### src/rtl/pll_search_pkg.sv
package pll_search_pkg;

  // Strobes from the sequencer to the datapath, at most one high per cycle.
  typedef struct packed {
    logic load;        // accept an in-band request
    logic reject;      // out-of-band request, publish the error
    logic scaleStep;   // double the target once
    logic divStep;     // subtract the reference once (integer ratio)
    logic searchStep;  // evaluate the current N and advance
    logic finish;      // encode the winner into the output bytes
  } pllStrobes_t;

  typedef enum logic [2:0] {
    ST_IDLE,
    ST_SCALE,
    ST_DIVIDE,
    ST_SEARCH,
    ST_FINISH
  } pllState_t;

endpackage

### src/rtl/pll_search_ctrl.sv
module pll_search_ctrl
  import pll_search_pkg::*;
(
  input  logic        clk,
  input  logic        rstN,
  input  logic        start,
  input  logic        inRange,
  input  logic        scaled,
  input  logic        divDone,
  input  logic        lastN,
  output pllStrobes_t stb,
  output logic        busy,
  output logic        done
);

  pllState_t state, stateNext;

  always_comb begin
    stb       = '0;
    stateNext = state;
    unique case (state)
      ST_IDLE: begin
        if (start) begin
          if (inRange) begin
            stb.load  = 1'b1;
            stateNext = ST_SCALE;
          end else begin
            stb.reject = 1'b1;
          end
        end
      end
      ST_SCALE: begin
        if (scaled) stateNext = ST_DIVIDE;
        else        stb.scaleStep = 1'b1;
      end
      ST_DIVIDE: begin
        if (divDone) stateNext = ST_SEARCH;
        else         stb.divStep = 1'b1;
      end
      ST_SEARCH: begin
        stb.searchStep = 1'b1;
        if (lastN) stateNext = ST_FINISH;
      end
      ST_FINISH: begin
        stb.finish = 1'b1;
        stateNext  = ST_IDLE;
      end
      default: stateNext = ST_IDLE;
    endcase
  end

  always_ff @(posedge clk) begin
    if (!rstN) begin
      state <= ST_IDLE;
      done  <= 1'b0;
    end else begin
      state <= stateNext;
      done  <= stb.finish | stb.reject;
    end
  end

  assign busy = (state != ST_IDLE);

  AST_BUSY_NO_DONE: assert property (@(posedge clk) disable iff (!rstN)
    busy |-> !done);

  AST_REJECT_STAYS_IDLE: assert property (@(posedge clk) disable iff (!rstN)
    stb.reject |=> (!busy && done));

  AST_START_WHILE_BUSY: assert property (@(posedge clk) disable iff (!rstN)
    (busy && !stb.finish) |=> busy);

endmodule

### src/rtl/pll_search_dp.sv
module pll_search_dp
  import pll_search_pkg::*;
#(
  parameter int FW           = 32,
  parameter int CW           = 8,
  parameter int REF_HZ       = 14318180,
  parameter int MAX_HZ       = 220000000,
  parameter int MIN_HZ       = 3125000,
  parameter int VCO_LOW_HZ   = 100000000,
  parameter int N_FIRST      = 3,
  parameter int N_LAST       = 257,
  parameter int M_DIRECT_MIN = 3,
  parameter int M_DIRECT_MAX = 257,
  parameter int M_QUAD_MAX   = 1028,
  parameter int DIV_STEP     = 16,
  parameter int LOOP1_BIT    = 2
) (
  input  logic          clk,
  input  logic          rstN,
  input  pllStrobes_t   stb,
  input  logic [FW-1:0] targetHz,
  output logic          inRange,
  output logic          scaled,
  output logic          divDone,
  output logic          lastN,
  output logic [CW-1:0] mCode,
  output logic [CW-1:0] nCode,
  output logic [CW-1:0] divCode,
  output logic          rangeErr
);

  localparam int NW = $clog2(N_LAST + 1);
  localparam int RW = $clog2(MAX_HZ / REF_HZ + 2);
  localparam int MW = $clog2((N_LAST + 1) * (MAX_HZ / REF_HZ + 1));
  localparam int EW = FW + 2;
  localparam logic [FW-1:0] REF_F  = FW'(REF_HZ);
  localparam logic [FW:0]   REF_FX = (FW + 1)'(REF_HZ);

  // rem holds the scaled target until the divide phase, then F mod Fref.
  logic [FW-1:0] rem;
  logic [RW-1:0] ratio;
  logic [CW-1:0] divAcc;
  logic [NW-1:0] n;
  logic [MW-1:0] m;
  logic [FW-1:0] acc;     // (n * F) mod Fref
  logic [EW-1:0] bestErr;
  logic [MW-1:0] bestM;
  logic [NW-1:0] bestN;

  assign inRange = (targetHz <= FW'(MAX_HZ)) && (targetHz >= FW'(MIN_HZ));
  assign scaled  = (rem >= FW'(VCO_LOW_HZ));
  assign divDone = (rem < REF_F);
  assign lastN   = (n == NW'(N_LAST));

  // Incremental step to N+1: add the fractional part, carry into M.
  logic [FW:0]   accSum;
  logic          carry;
  logic [FW-1:0] accNext;
  logic [MW-1:0] mNext;

  always_comb begin
    accSum  = {1'b0, acc} + {1'b0, rem};
    carry   = (accSum >= REF_FX);
    accNext = carry ? FW'(accSum - REF_FX) : accSum[FW-1:0];
    mNext   = m + MW'(ratio) + MW'(carry);
  end

  // Score the current (n, m).  Fref*m = n*F - acc, so the direct error is acc.
  logic          mDirect, mQuad, evalOn, better;
  logic [EW-1:0] candErr;

  always_comb begin
    mDirect = (m >= MW'(M_DIRECT_MIN)) && (m <= MW'(M_DIRECT_MAX));
    mQuad   = !mDirect && (m <= MW'(M_QUAD_MAX));
    candErr = mQuad ? (EW'(acc) + EW'(REF_HZ) * EW'(m[1:0])) : EW'(acc);
    evalOn  = (n >= NW'(N_FIRST)) && (mDirect || mQuad);
    better  = evalOn && (candErr < bestErr);
  end

  logic          winQuad;
  logic [MW-1:0] mFinal;

  always_comb begin
    winQuad = (bestM > MW'(M_DIRECT_MAX));
    mFinal  = winQuad ? (bestM >> 2) : bestM;
  end

  always_ff @(posedge clk) begin
    if (!rstN) begin
      rem      <= '0;
      ratio    <= '0;
      divAcc   <= '0;
      n        <= '0;
      m        <= '0;
      acc      <= '0;
      bestErr  <= '1;
      bestM    <= '0;
      bestN    <= '0;
      mCode    <= '0;
      nCode    <= '0;
      divCode  <= '0;
      rangeErr <= 1'b0;
    end else begin
      if (stb.load) begin
        rem      <= targetHz;
        ratio    <= '0;
        divAcc   <= '0;
        n        <= '0;
        m        <= '0;
        acc      <= '0;
        bestErr  <= '1;
        bestM    <= '0;
        bestN    <= '0;
        rangeErr <= 1'b0;
      end
      if (stb.reject) begin
        rangeErr <= 1'b1;
        mCode    <= '0;
        nCode    <= '0;
        divCode  <= '0;
      end
      if (stb.scaleStep) begin
        rem    <= {rem[FW-2:0], 1'b0};
        divAcc <= divAcc + CW'(DIV_STEP);
      end
      if (stb.divStep) begin
        rem   <= rem - REF_F;
        ratio <= ratio + RW'(1);
      end
      if (stb.searchStep) begin
        if (better) begin
          bestErr <= candErr;
          bestM   <= m;
          bestN   <= n;
        end
        if (!lastN) begin
          n   <= n + NW'(1);
          m   <= mNext;
          acc <= accNext;
        end
      end
      if (stb.finish) begin
        mCode   <= CW'(mFinal - MW'(2));
        nCode   <= CW'(bestN - NW'(2));
        divCode <= divAcc | (winQuad ? CW'(0) : CW'(1 << LOOP1_BIT));
      end
    end
  end

  AST_N_BOUND: assert property (@(posedge clk) disable iff (!rstN)
    stb.searchStep |-> (n <= NW'(N_LAST)));

  AST_ACC_BELOW_REF: assert property (@(posedge clk) disable iff (!rstN)
    stb.searchStep |-> (acc < REF_F));

  AST_SCALED_BEFORE_SEARCH: assert property (@(posedge clk) disable iff (!rstN)
    stb.divStep |-> (ratio != '0 || rem >= FW'(VCO_LOW_HZ)));

  AST_ERR_ZERO_CODES: assert property (@(posedge clk) disable iff (!rstN)
    rangeErr |-> (mCode == '0 && nCode == '0 && divCode == '0));

  AST_LOW_NIBBLE: assert property (@(posedge clk) disable iff (!rstN)
    stb.finish |=> (divCode[3] == 1'b0 && divCode[1:0] == 2'b00));

  AST_CODES_HOLD: assert property (@(posedge clk) disable iff (!rstN)
    !(stb.finish || stb.reject || stb.load) |=>
      ($stable(mCode) && $stable(nCode) && $stable(divCode) && $stable(rangeErr)));

endmodule

### src/rtl/pll_param_search.sv
module pll_param_search
  import pll_search_pkg::*;
#(
  parameter int FW         = 32,
  parameter int CW         = 8,
  parameter int REF_HZ     = 14318180,
  parameter int MAX_HZ     = 220000000,
  parameter int MIN_HZ     = 3125000,
  parameter int VCO_LOW_HZ = 100000000
) (
  input  logic          clk,
  input  logic          rstN,
  input  logic          start,
  input  logic [FW-1:0] targetHz,
  output logic          busy,
  output logic          done,
  output logic          rangeErr,
  output logic [CW-1:0] mCode,
  output logic [CW-1:0] nCode,
  output logic [CW-1:0] divCode
);

  pllStrobes_t stb;
  logic inRange, scaled, divDone, lastN;

  pll_search_ctrl i_ctrl (
    .clk     (clk),
    .rstN    (rstN),
    .start   (start),
    .inRange (inRange),
    .scaled  (scaled),
    .divDone (divDone),
    .lastN   (lastN),
    .stb     (stb),
    .busy    (busy),
    .done    (done)
  );

  pll_search_dp #(
    .FW         (FW),
    .CW         (CW),
    .REF_HZ     (REF_HZ),
    .MAX_HZ     (MAX_HZ),
    .MIN_HZ     (MIN_HZ),
    .VCO_LOW_HZ (VCO_LOW_HZ)
  ) i_dp (
    .clk      (clk),
    .rstN     (rstN),
    .stb      (stb),
    .targetHz (targetHz),
    .inRange  (inRange),
    .scaled   (scaled),
    .divDone  (divDone),
    .lastN    (lastN),
    .mCode    (mCode),
    .nCode    (nCode),
    .divCode  (divCode),
    .rangeErr (rangeErr)
  );

endmodule

### config.mk
export PLATFORM = sky130hd
export DESIGN_NAME = pll_param_search
export DESIGN_NICKNAME = d
export VERILOG_FILES = /design/src/rtl/pll_search_pkg.sv /design/src/rtl/pll_search_ctrl.sv /design/src/rtl/pll_search_dp.sv /design/src/rtl/pll_param_search.sv
export SDC_FILE = /design/constraint.sdc
export NUM_CORES = 1
export LEC_CHECK = 0
export BUFFER_PORTS_ARGS = -buffer_cell sky130_fd_sc_hd__buf_2
export CAP_MARGIN = 20
export CORE_MARGIN = 2
export CORE_UTILIZATION = 50
export CTS_CLUSTER_SIZE = 8
export DETAILED_ROUTE_END_ITERATION = 8
export PLACE_DENSITY = 0.67
export SYNTH_ARGS = -nofsm -noshare
export SYNTH_HDL_FRONTEND = slang
export SYNTH_SLANG_ARGS = --single-unit
export TNS_END_PERCENT = 20
### constraint.sdc
create_clock -name clk -period 8.4 [get_ports clk]
set_input_delay 1.68 -clock clk [delete_from_list [all_inputs] [get_ports clk]]
set_output_delay 1.68 -clock clk [all_outputs]
set_load 0.03 [all_outputs]
==> run summary <==
The tools report the via count of the first global-routing pass as 12,067. At the pin with the least slew margin, the transition time is 982 ps. The tools report the final cell area excluding filler cells as 14,600 um^2. The die covers 28,600 um^2.

The min-delay analysis places its worst path in the category reg2reg. The launch instance of the worst register-to-register path is i_dp.acc[0]. The die height was 169 um; the final critical path time including I/O delays and setup was 6570 ps. The critical path ends at i_dp.m[12]. Grouping stages by cell kind, the critical path spends the most delay in simple AND/OR/NAND/NOR gates. Count of hold-fix buffers inserted at cts: 0. Leaving out fill and tap cells, the most frequent cells in the layout are sky130_fd_sc_hd__dfxtp_1 (177), sky130_fd_sc_hd__nand2_1 (168), sky130_fd_sc_hd__nor2_1 (135). Across all register-to-register paths, the minimum setup slack is 1830 ps. The number of nets handed over by synthesis was 1,888. Excluding fillers, the count of instances in the completed layout stands at 2,096. The first TritonRoute pass finished after 5 iterations.

Counting every sink on the clock net gives 177. The cell at the slowest stage of the critical path was sky130_fd_sc_hd__or4_1. The total stage count of the critical path came out at 26.

The launching element type of the critical path is a flop. The number of distinct standard cells referenced by the synthesized netlist was 100; the horizontal extent of the die was 169 um. The initial core utilization is 50.8%, and the maximum root-to-sink buffer count is 2.

For the overall power after layout, the log shows 2540 uW. The run gives 0 as the number of antenna violations at the first check in global routing. STA classifies the critical path endpoint as a flop.

Timing would allow up to 152 MHz. Summed over all nets, the half-perimeter wirelength after detailed placement is 29.1 mm. The maximum cell stage delay along the critical path is 500 ps.

Counting cells, the worst reg-to-reg path comes to 26. In this run, post-CTS repair resized a total of 0 instances. The tools report the combined global-route utilization of all metal layers as 27.4%. The clock arrives with 12.5 ps of skew. The worst register-to-register path ends at i_dp.m[12]. The tools report the H-tree depth as 4. The run gives 0 as the number of max-slew violations in the final report. In the final routed layout, each cell accounts on average for 18.7 um.

The arrival time at the worst endpoint is 6940 ps, and the number of vias per cell after detailed routing is 6.26. The run finished with clean final reports. Total count of hold-check failures in the final report: 0. Setup repair after global routing left no endpoint under its margin. The run gives 0.000143 V as the worst ir drop on vdd. The logs give 0 for the number of maximum-capacitance constraint violations and 2,564 for the number of fill cells in the layout. Across all layers, the routed design uses 13,124 vias. Count of inserted antenna diode cells: 0. The floorplan has 60 rows.

Of all nets on the critical path, the largest fanout is 32. After synthesis, the share of flip-flops with an asynchronous set or reset is 0%. Leaving out fill and tap cells, the most frequent cell in the layout is sky130_fd_sc_hd__dfxtp_1.

Once placement completed, the tool counted placed cells totaling 2,063. Synthesis handed over a netlist of 1,742 instances. The synthesized netlist occupies a cell area of 13,700 um^2. At the end of routability-driven placement, the weighted congestion stood at 0.930. Buffers placed on the I/O ports in this run total 61. The tree is rooted in a sky130_fd_sc_hd__clkbuf_16. The logs give 926 for the detailed router's first-iteration violation count and 17 for the number of clock buffers inserted by TritonCTS.

After the last flow step, the layout net total stands at 1,888. The number of buffers and inverters on the critical path works out to 2. TritonCTS built the clock tree. Measured against its own limit, the worst slew margin works out to 34.2%. Wires add up to 39.2 mm. Power spread over the standard cell area amounts to 174 nW/um^2. The total congestion overflow after global routing was 0; the sequential area share after synthesis was 26.0%. Cells with a size suffix above 1 make up 9.69% of the layout.

The later pin in the worst-skew pair is clocked with a latency of 450 ps. After clock tree synthesis, the clock-pin slew on the worst setup and hold paths is 80 ps. The cell area after placement is 14,000 um^2. Tracing the worst setup path back leads to its startpoint at i_dp.acc[0].

The DRC violation count after routing was 0. The core region is 26,900 um^2. The logs give 0 for the number of setup buffers added after CTS and 83 for the pin count of the biggest net entering global routing. The critical path in this run is classified as reg2reg. After synthesis the netlist holds a flip-flop and latch count of 177. The tools report the wire length of the first global-routing pass as 63.3 mm. Dividing the synthesized area by the synthesized cell count gives 7.84 um^2. The final antenna-violating net count was 0. The number of enable flip-flop cells after synthesis is 0, and the worst hold path stage count is 2.

The area overhead of the layout relative to synthesis works out to 7.25%. Setup violations remaining at the end of the flow were counted as 0. The number of top-level pins was 62; the share of the clock period used by the worst path after layout was 78.2%. For this design the static power due to leakage is 0.00653 uW. The Yosys step of the flow raised 0 warnings. The required time of the critical path came out at 8770 ps. The dominant register cell in the synthesized netlist was sky130_fd_sc_hd__dfxtp_1.

In the final timing run, aggregate negative setup slack is 0 ps.
==> routing by layer <==
| layer | GRT usage (%) | wire length (um) |
|---|---|---|
| met5 | 0 | 0 |
| met1 | 37.2 | 18300 |
| met4 | 11.6 | 1350 |
| met2 | 43.7 | 17700 |
| met3 | 3.71 | 1910 |
==> cell families (layout without fill, tap and decap cells) <==
kind of cell             after synthesis  count (layout)  synth area share [%]
multiplexers                          19              19                  1.50
flip-flops                           177             177                  26.0
adder cells (fa/ha/maj)              111             111                  10.4
AO/OA/AOI/OAI                        572             572                  28.9
XOR/XNOR                              70              70                  4.49
buffers and inverters                167             180                  5.43
AND/OR/NAND/NOR                      626             626                  23.3
==> worst min path at each step <==
stage / startpoint / to / slack [ps]
global route: i_dp.bestM[12] / i_dp.bestM[12] / 480
finish: i_dp.bestM[11] / i_dp.bestM[11] / 450
floorplan: i_dp.bestM[12] / i_dp.bestM[12] / 410
global placement: i_dp.bestM[12] / i_dp.bestM[12] / 440
CTS: i_dp.bestM[11] / i_dp.bestM[11] / 460
detailed placement: i_dp.bestM[12] / i_dp.bestM[12] / 440
==> registers in the layout, summed over array words and instances (netlist names) <==
register       count
i_dp.rem          32
i_dp.divCode       6
i_dp.bestM        13
i_dp.rangeErr      1
i_dp.bestN         8
i_dp.divAcc        4
i_dp.ratio         5
i_dp.mCode         8
i_dp.acc          32
i_dp.nCode         8
i_dp.n             9
i_ctrl.done        1
i_dp.m            13
i_dp.bestErr      34
i_ctrl.state       3
==> area by class of cell <==
type                    count  area (um^2)  area share [%]
multi-input cells        1398         9380            64.1
clock inverters            15          173            1.18
flip-flops and latches    177         3540            24.2
clock buffers              17          425            2.91
repair buffers             73          403            2.75
inverters                  75          289            1.97
well taps                 341          427            2.91
==> per-stage QoR <==
stage / setup slack [ps] / util, % / hold slack (ps)
4_1_cts: 1880 / 54.4 / 457
3_5_place_dp: 1900 / 52.2 / 439
6_report: 1830 / 54.5 / 453
5_1_grt: 1360 / 54.5 / 478
3_3_place_gp: 1950 / 52.2 / 437
2_1_floorplan: 2920 / - / 408
==> Yosys cell counts, types with 25 or more instances <==
library cell	n	area share (%)
sky130_fd_sc_hd__a31oi_1	25	1.1
sky130_fd_sc_hd__nand3b_1	27	1.5
sky130_fd_sc_hd__and3_1	27	1.2
sky130_fd_sc_hd__ha_1	107	9.8
sky130_fd_sc_hd__nand3_1	46	1.7
sky130_fd_sc_hd__nand2_1	168	4.6
sky130_fd_sc_hd__xnor2_1	37	2.4
sky130_fd_sc_hd__o21ai_0	123	4.5
sky130_fd_sc_hd__clkbuf_1	70	1.9
sky130_fd_sc_hd__nor2b_1	28	1.3
sky130_fd_sc_hd__a21o_1	47	2.6
sky130_fd_sc_hd__nor3_1	59	2.2
sky130_fd_sc_hd__nor2_1	136	3.7
sky130_fd_sc_hd__a21oi_1	127	4.7
sky130_fd_sc_hd__xor2_1	33	2.1
sky130_fd_sc_hd__inv_1	74	2.0
sky130_fd_sc_hd__a22oi_1	29	1.6
sky130_fd_sc_hd__dfxtp_1	177	26
==> worst reg2reg max path: cells and delay by family, from the launching register on <==
| kind | cells | cell delay [ps] |
|---|---|---|
| AOI/OAI and AO/OA | 8 | 1520 |
| adders and majority gates | 4 | 1550 |
| and+or+nand+nor | 12 | 2760 |
| buffers and inverters | 2 | 240 |
| DFF | 1 | 420 |
==> where the power goes <==
group | switching [uW] | leakage [uW] | internal (uW)
clock network | 413 | 0.000280 | 400
registers | 86.3 | 0.00143 | 876
logic | 505 | 0.00482 | 264
total | 1000 | 0.00653 | 1540
Power figures use the tool's default switching activity.
